==> config.mk <==
export PLATFORM = sky130hd
export DESIGN_NAME = twostage_wdt
export DESIGN_NICKNAME = d
export VERILOG_FILES = /design/src/rtl/twdt_pkg.sv /design/src/rtl/twdt_timebase.sv /design/src/rtl/twdt_regs.sv /design/src/rtl/twdt_expiry.sv /design/src/rtl/twostage_wdt.sv
export SDC_FILE = /design/constraint.sdc
export NUM_CORES = 1
export LEC_CHECK = 0
export ABC_AREA = 1
export BUFFER_PORTS_ARGS = -buffer_cell sky130_fd_sc_hd__buf_4
export CAP_MARGIN = 20
export CORE_UTILIZATION = 38
export CTS_CLUSTER_SIZE = 14
export DETAILED_ROUTE_END_ITERATION = 16
export HOLD_SLACK_MARGIN = 0.06
export PLACE_DENSITY_LB_ADDON = 0.08
export SLEW_MARGIN = 20
export SYNTH_ARGS = -nofsm -noshare
export SYNTH_HDL_FRONTEND = slang
export SYNTH_SLANG_ARGS = --single-unit
==> constraint.sdc <==
create_clock -name clk -period 4.4 [get_ports clk]
set_input_delay 0.88 -clock clk [delete_from_list [all_inputs] [get_ports clk]]
set_output_delay 0.88 -clock clk [all_outputs]
set_load 0.01 [all_outputs]
==> src/rtl/twdt_pkg.sv <==
package twdt_pkg;
  // Byte offsets of the three visible words
  localparam int unsigned OFS_CTLA = 'h0;
  localparam int unsigned OFS_CTLB = 'h4;
  localparam int unsigned OFS_TIME = 'h8;

  // Bit positions within the control words
  localparam int unsigned BIT_CAUSE = 3;
  localparam int unsigned BIT_PEND  = 2;
  localparam int unsigned BIT_ENA   = 1;
  localparam int unsigned BIT_ENB   = 0;

  typedef enum logic [1:0] {
    SEL_CTLA = 2'd0,
    SEL_CTLB = 2'd1,
    SEL_TIME = 2'd2,
    SEL_NONE = 2'd3
  } word_sel_e;
endpackage

==> src/rtl/twdt_timebase.sv <==
module twdt_timebase #(
  parameter int unsigned W = 32
) (
  input  logic         clk,
  input  logic         rst_n,
  output logic [W-1:0] time_o
);
  logic [W-1:0] time_q, time_d;

  always_comb begin
    time_d = time_q + W'(1);
  end

  always_ff @(posedge clk or negedge rst_n) begin
    if (!rst_n) time_q <= '0;
    else        time_q <= time_d;
  end

  assign time_o = time_q;

  // advances by exactly one every clock
  assert_time_step_R3: assert property (@(posedge clk) disable iff (!rst_n)
    $past(rst_n) |-> time_q == $past(time_q) + W'(1));
endmodule

==> src/rtl/twdt_regs.sv <==
module twdt_regs
  import twdt_pkg::*;
#(
  parameter int unsigned ADDR_W = 4,
  parameter int unsigned TB_W   = 32,
  parameter bit          LOCK   = 1'b0
) (
  input  logic              clk,
  input  logic              rst_n,
  input  logic [ADDR_W-1:0] addr_i,
  input  logic              wr_i,
  input  logic              rd_i,
  input  logic [31:0]       wdata_i,
  input  logic              pend_i,
  input  logic              cause_i,
  input  logic [TB_W-1:0]   time_i,
  output logic [31:0]       rdata_o,
  output logic              active_o,
  output logic              service_o,
  output logic              clr_cause_o
);
  word_sel_e   sel;
  logic        ena_q, ena_d, enb_q, enb_d;
  logic        locked;
  logic [31:0] rdata_q, rdata_d;
  logic        unused_wbits;

  assign unused_wbits = ^{wdata_i[31:4], wdata_i[BIT_ENB]};

  always_comb begin
    if      (addr_i == ADDR_W'(OFS_CTLA)) sel = SEL_CTLA;
    else if (addr_i == ADDR_W'(OFS_CTLB)) sel = SEL_CTLB;
    else if (addr_i == ADDR_W'(OFS_TIME)) sel = SEL_TIME;
    else                                  sel = SEL_NONE;
  end

  // Lock: once running, enables can only be set
  assign locked = LOCK && (ena_q || enb_q);

  always_comb begin
    ena_d = ena_q;
    enb_d = enb_q;
    if (wr_i && sel == SEL_CTLA) ena_d = wdata_i[BIT_ENA] | (locked & ena_q);
    if (wr_i && sel == SEL_CTLB) enb_d = wdata_i[BIT_ENB] | (locked & enb_q);
  end

  always_comb begin
    rdata_d = rdata_q;
    if (rd_i) begin
      unique case (sel)
        SEL_CTLA: rdata_d = {28'd0, cause_i, pend_i, ena_q, 1'b0};
        SEL_CTLB: rdata_d = {31'd0, enb_q};
        SEL_TIME: rdata_d = 32'(time_i);
        default:  rdata_d = '0;
      endcase
    end
  end

  always_ff @(posedge clk or negedge rst_n) begin
    if (!rst_n) begin
      ena_q   <= 1'b0;
      enb_q   <= 1'b0;
      rdata_q <= '0;
    end else begin
      ena_q   <= ena_d;
      enb_q   <= enb_d;
      rdata_q <= rdata_d;
    end
  end

  assign rdata_o     = rdata_q;
  assign active_o    = ena_q | enb_q;
  assign service_o   = wr_i && sel == SEL_CTLA && wdata_i[BIT_PEND];
  assign clr_cause_o = wr_i && sel == SEL_CTLA && wdata_i[BIT_CAUSE];

  // a locked watchdog never turns off
  assert_lock_hold_R10: assert property (@(posedge clk) disable iff (!rst_n)
    (LOCK && $past(active_o)) |-> active_o);

  // undecoded offsets read as zero
  assert_undef_zero_R2: assert property (@(posedge clk) disable iff (!rst_n)
    (rd_i && sel == SEL_NONE) |=> rdata_o == 32'd0);
endmodule

==> src/rtl/twdt_expiry.sv <==
module twdt_expiry #(
  parameter int unsigned N         = 16,
  parameter int unsigned RST_PULSE = 4
) (
  input  logic clk,
  input  logic rst_n,
  input  logic active_i,
  input  logic service_i,
  input  logic clr_cause_i,
  output logic pend_o,
  output logic cause_o,
  output logic sys_rst_o
);
  localparam int unsigned PW = $clog2(RST_PULSE + 1);

  logic [N-1:0]  cnt_q, cnt_d;
  logic          pend_q, pend_d;
  logic          cause_q, cause_d;
  logic [PW-1:0] pulse_q, pulse_d;
  logic          wrap, second;

  assign wrap   = active_i && !service_i && (cnt_q == '1);
  assign second = wrap && pend_q;

  always_comb begin
    cnt_d = (!active_i || service_i) ? '0 : cnt_q + N'(1);

    pend_d = pend_q;
    if (service_i)  pend_d = 1'b0;
    else if (wrap)  pend_d = 1'b1;

    cause_d = cause_q;
    if (second)           cause_d = 1'b1;
    else if (clr_cause_i) cause_d = 1'b0;

    pulse_d = pulse_q;
    if (second)                pulse_d = PW'(RST_PULSE);
    else if (pulse_q != '0)    pulse_d = pulse_q - PW'(1);
  end

  always_ff @(posedge clk or negedge rst_n) begin
    if (!rst_n) begin
      cnt_q   <= '0;
      pend_q  <= 1'b0;
      cause_q <= 1'b0;
      pulse_q <= '0;
    end else begin
      cnt_q   <= cnt_d;
      pend_q  <= pend_d;
      cause_q <= cause_d;
      pulse_q <= pulse_d;
    end
  end

  assign pend_o    = pend_q;
  assign cause_o   = cause_q;
  assign sys_rst_o = (pulse_q != '0);

  // reset only escalates from an already pending expiry
  assert_rst_needs_pend_R7: assert property (@(posedge clk) disable iff (!rst_n)
    $rose(sys_rst_o) |-> $past(pend_q));

  // the cause flag is set whenever reset is driven
  assert_rst_marks_cause_R7: assert property (@(posedge clk) disable iff (!rst_n)
    sys_rst_o |-> cause_q);

  // the pending flag rises only out of an enabled, unserviced interval
  assert_pend_from_run_R5: assert property (@(posedge clk) disable iff (!rst_n)
    $rose(pend_q) |-> ($past(active_i) && !$past(service_i)));

  // a disabled watchdog holds its interval at zero
  assert_idle_cleared_R9: assert property (@(posedge clk) disable iff (!rst_n)
    !active_i |=> cnt_q == '0);
endmodule

==> src/rtl/twostage_wdt.sv <==
module twostage_wdt #(
  parameter int unsigned ADDR_W        = 4,
  parameter int unsigned INTERVAL_LOG2 = 16,
  parameter int unsigned TB_W          = 32,
  parameter int unsigned RST_PULSE     = 4,
  parameter bit          ENABLE_ONCE   = 1'b0
) (
  input  logic              clk,
  input  logic              rst_n,
  input  logic [ADDR_W-1:0] bus_addr,
  input  logic              bus_wr,
  input  logic              bus_rd,
  input  logic [31:0]       bus_wdata,
  output logic [31:0]       bus_rdata,
  output logic              irq_o,
  output logic              sys_rst_o
);
  logic [1:0]      rsync_q;
  logic            rst_core_n;
  logic [TB_W-1:0] time_w;
  logic            active_w, service_w, clr_cause_w, pend_w, cause_w;

  // Asynchronous assertion, synchronous release
  always_ff @(posedge clk or negedge rst_n) begin
    if (!rst_n) rsync_q <= 2'b00;
    else        rsync_q <= {rsync_q[0], 1'b1};
  end
  assign rst_core_n = rsync_q[1];

  twdt_timebase #(.W(TB_W)) u_time (
    .clk    (clk),
    .rst_n  (rst_core_n),
    .time_o (time_w)
  );

  twdt_regs #(.ADDR_W(ADDR_W), .TB_W(TB_W), .LOCK(ENABLE_ONCE)) u_regs (
    .clk         (clk),
    .rst_n       (rst_core_n),
    .addr_i      (bus_addr),
    .wr_i        (bus_wr),
    .rd_i        (bus_rd),
    .wdata_i     (bus_wdata),
    .pend_i      (pend_w),
    .cause_i     (cause_w),
    .time_i      (time_w),
    .rdata_o     (bus_rdata),
    .active_o    (active_w),
    .service_o   (service_w),
    .clr_cause_o (clr_cause_w)
  );

  twdt_expiry #(.N(INTERVAL_LOG2), .RST_PULSE(RST_PULSE)) u_exp (
    .clk         (clk),
    .rst_n       (rst_core_n),
    .active_i    (active_w),
    .service_i   (service_w),
    .clr_cause_i (clr_cause_w),
    .pend_o      (pend_w),
    .cause_o     (cause_w),
    .sys_rst_o   (sys_rst_o)
  );

  assign irq_o = pend_w;
endmodule

Word-level counts from Yosys, hierarchy flattened
Index checks and enable logic that the tools add are counted.
- reduce and logical (&&, ||, !) cells: 16
- shift-type cells: 0
- bitwise operators: 1
- mux-type cells: 11
- equality and inequality tests: 5
- add/sub/neg operators: 3
- $lt $le $gt $ge: 0
- div/mod/pow operators: 0
- $mul: 0
- operator list (kind ; number):
    32-bit case mux with 3 select lines ; 1
    32-bit by 1-bit adder with 32-bit output, second input constant ; 1
    16-bit by 1-bit adder with 16-bit output, second input constant ; 1
    16-bit == test, second input constant ; 1
    16-bit two-way mux ; 1
    1-bit logical AND ; 7
    3-bit two-way mux ; 2
    2-bit nonzero test ; 3
    1-bit two-way mux ; 5
    4-bit by 3-bit == test with 1-bit output, second input constant ; 1
    4-bit == test, second input constant ; 1
    4-bit logical NOT ; 1
    2-bit two-way mux ; 2
    3-bit nonzero test ; 1
    3-bit by 1-bit subtractor with 3-bit output, second input constant ; 1
    2-bit by 1-bit == test with 1-bit output, second input constant ; 1
    2-bit == test, second input constant ; 1
    1-bit logical NOT ; 2
    2-bit logical NOT ; 1
    1-bit logical OR ; 1
    1-bit OR ; 1
- output and inout port bits: 34
- ROM bits: 0
- RAM bits: 0
- flip-flop bits (word level): 89
- bits in latches: 0
- memories kept: 0

Logic depth before layout (Yosys ltp)
- depth in word-level cells: 12
- mapped depth: 8
- gate-level depth less buffers: 8

Modules after synthesis
From an unflattened synthesis, not the netlist that was laid out.
- cell total of the unflattened synthesis: 549
- area, all modules: 4531.8 µm²
- modules (own cells, without submodules) (module ; area an instance (µm²) ; times used ; cells an instance):
    twdt_timebase ; 1788.0 ; 1 ; 221
    twdt_regs ; 1564.0 ; 1 ; 174
    twdt_expiry ; 1126.1 ; 1 ; 151
    twostage_wdt ; 53.8 ; 1 ; 3

Worst setup path before layout
OpenSTA, ideal clock, no wires.
- path kind: input-to-reg
- from: input port bus_addr[3]
- to: register u_exp.cnt_q[5]
- buffers on the path: 1
- library setup time: 0.119 ns
- setup slack: 2.688 ns
- arrival time: 1.593 ns
- stages on the path: 7
- path through: nor2_1 > nand3_2 > nor2_4 > nor2_4 > inv_2 > buf_6 > nor2_1
- longest elaborated chain between the ends: 9
- ends and longest elaborated chain (what ; RTL line ; text):
    start, declared ; twostage_wdt.sv:10 ; input logic [ADDR_W-1:0] bus_addr,
    4-bit == test ; twdt_regs.sv:33 ; else if (addr_i == ADDR_W'(OFS_TIME)) sel = SEL_TIME;
    1-bit two-way mux ; twdt_regs.sv:33 ;
    2-bit two-way mux ; twdt_regs.sv:32 ; else if (addr_i == ADDR_W'(OFS_CTLB)) sel = SEL_CTLB;
    2-bit two-way mux * ; twdt_regs.sv:31 ; if (addr_i == ADDR_W'(OFS_CTLA)) sel = SEL_CTLA;
    2-bit logical NOT * ; twdt_regs.sv:73 ; assign service_o = wr_i && sel == SEL_CTLA && wdata_i[BIT_PEND];
    1-bit logical AND * (2 in a row) ; twdt_regs.sv:73 ;
    1-bit logical OR * ; twdt_expiry.sv:26 ; cnt_d = (!active_i || service_i) ? '0 : cnt_q + N'(1);
    16-bit two-way mux * ; twdt_expiry.sv:26 ;
    net u_exp.cnt_d[5] ; twdt_expiry.sv:16 ; logic [N-1:0] cnt_q, cnt_d;
    end signal, assigned ; twdt_expiry.sv:48 ; cnt_q <= cnt_d;
    end, declared ; twdt_expiry.sv:16 ;
The timed path passes the listed nets; every way through them passes the cells marked *.
A chain may end at the register's enable or synchronous reset.

Final worst setup path
- from: input port bus_rd
- to: register u_regs.rdata_q[13] (netlist: u_regs.rdata_o[13])
- RTL lines (what ; RTL line ; text):
    start, declared ; twostage_wdt.sv:12 ; input logic bus_rd,
    end signal, assigned ; twdt_regs.sv:67 ; rdata_q <= rdata_d;
    end, declared ; twdt_regs.sv:25 ; logic [31:0] rdata_q, rdata_d;
No word-level cell between the ends.

==> impl_metrics.yaml <==
outcome:
  status: "finished clean"
cts:
  cts_made_buffers: 9
  clkTransAtPathRegs_ns: 0.06
  cts.htree.levels: 3
  cts_tree: "built"
  insertion_delay_ns: 0.35
  cts_root_buf: "clkbuf_16"
  cts_setup_buffers: 0
  ctsResizeCount: 0
  ctsHoldBuffers: 0
  clkSinkCount: 89
  clock_path_buffers: 2
timing:
  period_minus_slack_ns: 2.40
  tightest_slew_ns: 1.01
  fin_worst_skew_ns: 0.00641
  setup_violations: 0
  rsz0062_at_grt: "false"
  fmax_mhz: 417
  setup-tns-final_ns: 0
  slew_headroom_pct: 32.3
  final_hold_viol_count: 0
  final.period_utilization_pct: 54.5
  slew_viol_final: 0
power:
  vdd_drop_max_v: 0.000188
  p_sw_uw: 418
  power.density_mw_per_mm2: 358
  switching_share_pct: 22.8
  p_clk_share_pct: 46.1
  total_power_mw: 1.84
  p_leak_nw: 2.38
  p_seq_share_pct: 47.9
  p_int_mw: 1.42
  pwr-share-comb_pct: 6.0
job:
  maxCapViolCount: 0
setup_path:
  slowest_stage: "clkinv_1"
  end_kind: "register"
  crit_chain: "buf_4 > clkinv_1 > o31ai_1"
  path_buf_inv: 2
  start_kind: "input port"
  worstSetupPathDepth: 3
  required_ns: 4.63
  critical-path-top-delay-family: "buffers and inverters"
  cpPeakStageDelay_ns: 0.88
  critPathLaunch: "bus_rd"
  rr_worst_depth: 8
  criticalPathCategory: "input port to register"
  r2r_start: "u_time.time_o[0]"
  crit_arrival_ns: 2.63
  worstPathMaxFanout: 35
synthesis:
  syn-cell-area_sq_mm: 0.00432
  syn-instance-count: 525
  yosysSeqAreaShare_pct: 51.5
  yosys_warnings: 0
  synth_nets: 569
  synthDistinctLibCells: 31
  syn_area_per_cell_sq_um: 8.23
  synth_seq_cells: 89
floorplan:
  die_y_microns: 109
  die_area_sq_mm: 0.0118
  rows: 38
  ioPinCount: 74
  initial_utilization_pct: 39.3
  die_width_microns: 109
  core_sq_mm: 0.0110
route:
  vias: 3370
  post-route-drc-count: 0
  ant_nets: 0
  via_per_inst: 4.70
  dr.pass1.iters: 4
  wl_per_cell_microns: 14.0
  routed_wl_microns: 10000
  drtIter0Drc: 187
placement:
  portBuffers: 45
  placed_cell_area_sq_mm: 0.00480
  gp_congestion: 0.886
  hpwlAfterDp_microns: 7340
global_route:
  grt_max_degree: 58
  track_usage_pct: 19.2
  antenna_found_initial: 0
  grt_pass1_vias: 3386
  grt-ovfl-total: 0
  grt_pass1_wl_microns: 16900
cells_and_area:
  stdcell_area_sq_mm: 0.00513
  antenna_cells: 0
  drive_gt1_share_pct: 15.6
  nNetsFinal: 616
  syn_to_final_growth_pct: 18.6
min_path:
  min_path_type: "input port to asynchronous set/reset pin"
==> cells by family after synthesis <==
kind of cell	after synthesis	synth area share, %
AND/OR/NAND/NOR	306	31.4
flip-flops	89	51.5
buffers and inverters	57	5.21
AO/OA/AOI/OAI	41	5.15
XOR/XNOR	26	5.27
adder cells (fa/ha/maj)	4	1.16
other	1	0.0868
multiplexers	1	0.232
==> stage by stage <==
stage | hold slack (ns) | cells | setup slack (ns) | utilization (%)
floorplan | 0.331 | 525 | 1.74 | -
global placement | 0.341 | 701 | 1.67 | 43.7
detailed placement | 0.338 | 701 | 1.57 | 43.7
CTS | 0.293 | 717 | 1.95 | 46.6
global route | 0.290 | 717 | 1.79 | 46.7
finish | 0.304 | 717 | 2.00 | 46.7
==> placed cells by master (no fill, tap or decap), drive strengths merged, types with 2 or more instances in the layout <==
cell | synthesis | final
nand2 | 185 | 185
dfrtp | 89 | 89
nor2 | 79 | 79
buf | 4 | 46
inv | 46 | 46
o21ai | 28 | 28
xor2 | 19 | 19
nand3 | 18 | 18
clkbuf | 6 | 14
nand3b | 9 | 9
nor3 | 8 | 8
xnor2 | 7 | 7
nand4 | 6 | 6
o31ai | 5 | 5
a21oi | 4 | 4
ha | 4 | 4
a31oi | 2 | 2
o22ai | 2 | 2
bufinv | 0 | 2
==> area by class of cell <==
class                   instances  area [sq um]
fillers                      1121          5860
flip-flops and latches         89          2230
multi-input cells             379          1870
repair buffers                 46           345
clock buffers                  14           264
inverters                      47           176
well taps                     140           175
clock inverters                 2          60.1
==> cells in the mapped netlist <==
cell      number  area (sq um)
nand2_1      179           672
dfrtp_1       89          2230
nor2_1        63           236
inv_1         44           165
o21ai_0       28           140
xor2_1        19           166
nand3_1       16          80.1
nor2_2        10          62.6
nand3b_1       9          67.6
xnor2_1        7          61.3
clkbuf_1       6          22.5
nand4_1        6          37.5
nor2_4         6          67.6
nor3_1         6          30.0
nand2_2        5          31.3
o31ai_1        5          37.5
a21oi_1        4          20.0
ha_1           4          50.1
buf_2          3          15.0
a31oi_1        2          12.5
inv_2          2          7.51
nand3_2        2          20.0
o22ai_1        2          12.5
buf_6          1          11.3
clkinv_1       1          3.75
conb_1         1          3.75
mux2i_1        1          10.0
nand2_4        1          11.3
nor3_2         1          10.0
nor3_4         1          16.3
nor3b_2        1          12.5
==> power groups by stage <==
stage | Combinational, mW | Sequential (mW) | Clock, mW
floorplan | 0.0733 | 0.894 | 0
global placement | 0.109 | 0.895 | 0
detailed placement | 0.112 | 0.896 | 0
CTS | 0.112 | 0.881 | 0.867
global route | 0.130 | 0.886 | 0.904
finish | 0.110 | 0.880 | 0.845
==> path summary, 6_finish.rpt <==
check	endpoint	slack, ns
min in group clk	rsync_q[1]	0.35
max in group asynchronous	u_exp.cnt_q[11]	3.09
worst min-delay path	rsync_q[1]	0.30
worst min register to register	rsync_q[1]	0.35
worst max register to register	u_time.time_o[28]	2.78
worst max-delay path	u_regs.rdata_o[13]	2.00
==> state kept, by name, indices dropped and copies added, names as in the netlist <==
name / flops
u_exp.cause_o: 1
u_exp.pulse_q: 3
u_regs.enb_q: 1
u_exp.pend_o: 1
u_time.time_o: 32
rsync_q: 2
u_regs.rdata_o: 32
u_exp.cnt_q: 16
u_regs.ena_q: 1
==> routing by layer <==
layer  global-route usage [%]  up-vias  share of wire, %
li1                         -     1738                 -
met1                     27.7     1574                53
met2                     28.2       46                43
met5                        0        -                 0
met4                     6.66        0               1.5
met3                     4.36       12               2.9
==> worst reg2reg max path: stages, from the launching register on <==
cell and delay [ns]:
dfrtp_1 0.49, ha_1 0.23, inv_1 0.09, nor2_4 0.26, inv_1 0.09, nor2_2 0.18
nand2_1 0.07, nand2_1 0.06, nand2_1 0.05
Note: power is estimated with default switching activity, not from simulation.
